$ cat config.mk
export PLATFORM = sky130hd
export DESIGN_NAME = relbr_resolver
export DESIGN_NICKNAME = d
export VERILOG_FILES = /design/src/rtl/relbr_pkg.sv /design/src/rtl/relbr_cond_eval.sv /design/src/rtl/relbr_addr_gen.sv /design/src/rtl/relbr_resolver.sv
export SDC_FILE = /design/constraint.sdc
export NUM_CORES = 1
export LEC_CHECK = 0
export CAP_MARGIN = 10
export CORE_UTILIZATION = 50
export DETAILED_ROUTE_END_ITERATION = 8
export MAX_ROUTING_LAYER = met4
export PLACE_DENSITY_LB_ADDON = 0.15
export SLEW_MARGIN = 20
export SYNTH_ARGS = -nofsm -noshare
export SYNTH_HDL_FRONTEND = slang
export SYNTH_SLANG_ARGS = --single-unit
export TNS_END_PERCENT = 1
$ cat constraint.sdc
create_clock -name clk -period 4.9 [get_ports clk]
set_clock_uncertainty 0.2 [all_clocks]
set_input_delay 0.49 -clock clk [delete_from_list [all_inputs] [get_ports clk]]
set_output_delay 0.49 -clock clk [all_outputs]
set_load 0.1 [all_outputs]
$ cat src/rtl/relbr_pkg.sv
package relbr_pkg;
  localparam int CC_W   = 2;
  localparam int NCODES = 1 << CC_W;
  localparam int MASK_W = NCODES;

  typedef logic [CC_W-1:0]   cc_t;
  typedef logic [MASK_W-1:0] mask_t;
endpackage

$ cat src/rtl/relbr_cond_eval.sv
module relbr_cond_eval
  import relbr_pkg::*;
(
  input  mask_t mask,
  input  cc_t   cc,
  output logic  take
);
  // One match line per condition code; mask MSB pairs with code 0.
  logic [NCODES-1:0] hit;

  genvar g;
  generate
    for (g = 0; g < NCODES; g++) begin : g_code
      assign hit[g] = (cc == cc_t'(g)) & mask[MASK_W-1-g];
    end
  endgenerate

  assign take = |hit;
endmodule

$ cat src/rtl/relbr_addr_gen.sv
module relbr_addr_gen #(
  parameter int ADDR_W     = 64,
  parameter int OFF_W      = 32,
  parameter int INSN_BYTES = 6
) (
  input  logic [ADDR_W-1:0] base,
  input  logic [OFF_W-1:0]  offset,
  output logic [ADDR_W-1:0] target,
  output logic [ADDR_W-1:0] seq
);
  localparam int EXT_W = ADDR_W - OFF_W;

  logic [ADDR_W-1:0] off_ext;
  logic [ADDR_W-1:0] off_bytes;

  generate
    if (EXT_W > 0) begin : g_extend
      assign off_ext = {{EXT_W{offset[OFF_W-1]}}, offset};
    end else begin : g_trunc
      assign off_ext = offset[ADDR_W-1:0];
    end
  endgenerate

  // Halfwords to bytes; the sum wraps naturally at ADDR_W bits.
  assign off_bytes = {off_ext[ADDR_W-2:0], 1'b0};
  assign target    = base + off_bytes;
  assign seq       = base + ADDR_W'(INSN_BYTES);
endmodule

$ cat src/rtl/relbr_resolver.sv
module relbr_resolver #(
  parameter int ADDR_W     = 64,
  parameter int OFF_W      = 32,
  parameter int INSN_BYTES = 6
) (
  input  logic              clk,
  input  logic              rst,
  input  logic              in_valid,
  input  logic [ADDR_W-1:0] in_addr,
  input  logic [3:0]        in_mask,
  input  logic [OFF_W-1:0]  in_offset,
  input  logic [1:0]        in_cc,
  output logic              out_valid,
  output logic              out_taken,
  output logic [ADDR_W-1:0] out_next_addr
);
  import relbr_pkg::*;

  logic              take_c;
  logic [ADDR_W-1:0] tgt_c;
  logic [ADDR_W-1:0] seq_c;

  relbr_cond_eval u_cond (
    .mask (mask_t'(in_mask)),
    .cc   (cc_t'(in_cc)),
    .take (take_c)
  );

  relbr_addr_gen #(
    .ADDR_W     (ADDR_W),
    .OFF_W      (OFF_W),
    .INSN_BYTES (INSN_BYTES)
  ) u_addr (
    .base   (in_addr),
    .offset (in_offset),
    .target (tgt_c),
    .seq    (seq_c)
  );

  always_ff @(posedge clk) begin
    if (rst) begin
      out_valid     <= 1'b0;
      out_taken     <= 1'b0;
      out_next_addr <= '0;
    end else begin
      out_valid <= in_valid;
      if (in_valid) begin
        out_taken     <= take_c;
        out_next_addr <= take_c ? tgt_c : seq_c;
      end
    end
  end

  // registered decision follows the mask bit picked by the code
  assert_mask_select_R1: assert property (@(posedge clk) disable iff (rst)
    in_valid |=> out_taken == $past(in_mask[2'd3 - in_cc]));

  // empty mask never branches
  assert_never_R2: assert property (@(posedge clk) disable iff (rst)
    (in_valid && in_mask == 4'h0) |=> !out_taken);

  // full mask always branches
  assert_always_R3: assert property (@(posedge clk) disable iff (rst)
    (in_valid && in_mask == 4'hF) |=> out_taken);

  // fall-through address when not taken
  assert_seq_addr_R5: assert property (@(posedge clk) disable iff (rst)
    (in_valid && in_mask == 4'h0) |=>
      out_next_addr == $past(in_addr) + ADDR_W'(INSN_BYTES));

  // one-cycle latency, no spurious results
  assert_latency_R7: assert property (@(posedge clk) disable iff (rst)
    in_valid |=> out_valid);
  assert_no_extra_R7: assert property (@(posedge clk) disable iff (rst)
    !in_valid |=> !out_valid);

  // idle cycles leave the result alone
  assert_hold_R8: assert property (@(posedge clk) disable iff (rst)
    !in_valid |=> ($stable(out_taken) && $stable(out_next_addr)));
endmodule

==> results.txt <==
- Power spread over the standard cell area amounts to between 200 and 300 nW/µm².
- Via-per-instance ratio: 5.86
- Setup TNS after final layout: 0 ns
- The number of antenna diodes in the final layout is 0.
- Hold repair after CTS inserted 0 buffers.
- Status: finished clean
* Met3 Use GR: 0.0675
- Utilization after layout: 0.706
- Fraction of synthesized area in multiplexers: 0.0724
- The later pin in the worst-skew pair is clocked with a latency of about 0.35 ns.
- Largest net degree at the start of global routing: 64
- At the pin with the least slew margin, the transition time is around 1.0 ns.
* Ratio of cells with drive above 1 in the final layout: 0.0978
- For this block, the routed nets add up to 21,400 µm of wire.
- After the last flow step, the layout net total stands at about 1,200.
- Fin Hold WS: roughly 0.25 ns
- Global route overflow: 0
- Number of global-route vias before repair: between 6,000 and 7,000
* CTS Sinks: 66
* Fraction of synthesized cell area in xor and xnor cells: 0.0708
- Vias: about 7,300
* GR Util met2: 0.522
* Combinational family with the most area after synthesis: simple AND/OR/NAND/NOR gates
- The library cell used most frequently in the layout, excluding fill and tap cells, is sky130_fd_sc_hd__clkdlybuf4s50_1.
* Top library cells by usage in the layout, fill and taps aside: 168 x sky130_fd_sc_hd__clkdlybuf4s50_1, 119 x sky130_fd_sc_hd__nor2_1, 83 x sky130_fd_sc_hd__nand2_1, 66 x sky130_fd_sc_hd__dfxtp_1, 61 x sky130_fd_sc_hd__buf_4
* Max-capacitance violation count: 0
- Data arrival time of the worst path: approximately 4.5 ns
- Post-placement cell area: 8550 µm²
- Final weighted congestion of routability-driven global placement: ~0.97
- The total area inside the core boundary comes to between 10,000 and 15,000 µm².
- The number of antenna violations at the first check in global routing came to 0.
- From synthesis to final layout, the design area changed by 38.0%.
* Yosys warning total: 0
- IR analysis of the VDD net gives a maximum drop of 208 µV.
- Synthesized instance count: slightly below 900
- The number of hold-slack violations in the final timing report came to 0.
* Share of async-settable or async-resettable flops after synthesis: 0
* Half-perimeter wire length after placement: ~17,000 µm
- Critical path class: in2reg
- For met1 alone, demand over resource in global routing was 0.435.
- The analysis attributes to cell leakage a power of 3.63 nW.
* First-pass GRT wire length: around 34,000 µm
* Port buffer count: 170
- Slew Limit Fails: 0
- For this block, the initial DRC count from the detailed router was about 570.
* Max_slew headroom: 0.319
* Top_reg_cell synth: sky130_fd_sc_hd__dfxtp_1
* Clock-pin transition on the worst setup and hold timing paths: roughly 0.06 ns
- Cell Area, Synth: between 6000 and 7000 µm²
* TritonCTS clock tree: built
- Combined global-route utilization of all metal layers: 0.336
* Setup violations, final: 0
* Die Span Y: approximately 120 µm
- Top Ports: between 150 and 200
- The worst path in the final design needs a cycle of around 4.5 ns, including I/O delays and setup.
- In this run, distinct cell masters in the synthesized netlist total 85.
* Adder-cell area share of the yosys netlist: 0.0634
- Of the total synthesized cell area, the portion taken by AND, OR, NAND and NOR gates is 0.308.
- In this run, synthesis produced a sequential element count of 66.
* Compound-Gate Fraction of Synth Area: 0.230
- Measured along the x axis, the die boundary spans ~120 µm.
* Syn Nets: between 1,000 and 1,500
- Residual DRC count: 0
* Number of synthesized flops with an enable pin: 0
- Once detail routing completed, the nets flagged for antenna violations numbered 0.
* RSZ-0062 raised after global routing: no
* Clock tree buffer depth: 2
* Highest fanout seen on the critical path: 31
* Root Buffer: sky130_fd_sc_hd__clkbuf_16
* Global routing's busiest layer: met2
- FMAX: 0.221 GHz
* Maximum level of the CTS H-tree: 3
* Die footprint: 13,300 µm²
- Mean Syn Cell Area: 7.22 µm²
* Slack of the worst reg-to-reg path: 3.82 ns
- Total area of sequential cells: approximately 1300 µm²
- Number of CTS-inserted buffers: 9
- Period utilisation layout: 0.923
* Filler instances: approximately 1,100
- Summing all multi-input logic gate instances after layout gives approximately 4800 µm².
- Dividing the detail-routed wire length by the instance count gives roughly 17 µm.
* Post-route cell area: approximately 9000 µm²
- In this run the worst hold path is classified as reg2reg.
- Initial cell density of the core: 0.512
- In this run the core area contains 41 standard-cell rows.
* Crit end category: register
- At the worst endpoint, the required time is 4.91 ns.
- The share of the Yosys chip area taken by registers is 0.205.
- CP Launch Type: input pin
* DR pass1 iterations: 6
-- cells by family after synthesis --
family | Yosys count
and+or+nand+nor | 400
AOI/OAI and AO/OA | 217
adders and majority gates | 32
muxes | 45
buffers and inverters | 79
xor gates and xnor gates | 52
DFF | 66
-- registers in the layout, summed over array words and instances, names as in the netlist --
register and count:
out_taken 1, out_valid 1, out_next_addr 64
-- synthesized netlist by cell type, types with 19 or more instances --
cell type                  number  area (µm²)
sky130_fd_sc_hd__nand4_1       19         119
sky130_fd_sc_hd__xor2_1        19         166
sky130_fd_sc_hd__nand2_1       83         312
sky130_fd_sc_hd__nand3_1       34         170
sky130_fd_sc_hd__dfxtp_1       66        1320
sky130_fd_sc_hd__nor3_1        26         130
sky130_fd_sc_hd__clkbuf_1      48         180
sky130_fd_sc_hd__mux2i_1       42         420
sky130_fd_sc_hd__and3_1        22         138
sky130_fd_sc_hd__and2_1        36         225
sky130_fd_sc_hd__a21oi_1       58         290
sky130_fd_sc_hd__ha_1          31         388
sky130_fd_sc_hd__a21o_1        21         158
sky130_fd_sc_hd__xnor2_1       33         289
sky130_fd_sc_hd__nor2_1       119         447
sky130_fd_sc_hd__o21ai_0       33         165
-- through the flow --
| step | power (mW) | std cells | setup slack (ns) |
|---|---|---|---|
| 6_report | 2.54 | 1246 | 0.378 |
| 5_1_grt | 2.66 | 1246 | 0.0845 |
| 4_1_cts | 2.55 | 1246 | 0.328 |
| 3_5_place_dp | 1.82 | 1230 | -0.00165 |
| 3_3_place_gp | 1.82 | 1230 | 0.0383 |
| 2_1_floorplan | 1.45 | 891 | 0.684 |
-- path summary, 6_finish.rpt --
path | cells past startpoint | start | endpoint
setup / recovery | 16 | in_cc[1] | out_next_addr[41]
hold / removal | 2 | out_next_addr[47] | out_next_addr[47]
setup reg to reg | 2 | out_next_addr[51] | out_next_addr[51]
hold reg to reg | 2 | out_next_addr[47] | out_next_addr[47]
-- where the power goes --
group / total, mW / switching (mW) / leakage, nW / internal, mW
Sequential: 0.616 / 0.0262 / 0.546 / 0.590
Clock: 0.723 / 0.265 / 0.156 / 0.458
Combinational: 1.21 / 0.786 / 2.93 / 0.419
Total: 2.54 / 1.08 / 3.63 / 1.47
-- metal layers --
layer / vias up / share of wire
met2: 293 / 0.45
met1: 3360 / 0.45
met5: - / 0
met4: 0 / 0.025
li1: 3597 / -
met3: 46 / 0.072
-- area by class of cell --
cell class | instances | area share
clock inverters | 5 | 0.00874
flip-flops and latches | 66 | 0.149
inverters | 14 | 0.00592
clock buffers | 11 | 0.0273
repair buffers | 232 | 0.244
well taps | 172 | 0.0242
multi-input cells | 746 | 0.541
-- critical path: stages --
cell and delay [ns]:
sky130_fd_sc_hd__clkdlybuf4s50_1 0.48, sky130_fd_sc_hd__mux4_2 0.55, sky130_fd_sc_hd__buf_12 0.18, sky130_fd_sc_hd__or2b_1 0.18
sky130_fd_sc_hd__inv_1 0.06, sky130_fd_sc_hd__fa_1 0.39, sky130_fd_sc_hd__nor2b_1 0.15, sky130_fd_sc_hd__o2111ai_1 0.28
sky130_fd_sc_hd__a2111oi_2 0.46, sky130_fd_sc_hd__o21bai_1 0.15, sky130_fd_sc_hd__a21bo_1 0.22, sky130_fd_sc_hd__a211o_1 0.30
sky130_fd_sc_hd__nor3b_1 0.16, sky130_fd_sc_hd__or3_1 0.34, sky130_fd_sc_hd__nand3_1 0.08, sky130_fd_sc_hd__a21oi_1 0.07
-- timing repair --
item / CTS / global route
resized for setup: 0 / 3
setup buffers: 0 / 0
setup endpoints to repair: 0 / 1
Power figures use the tool's default switching activity.
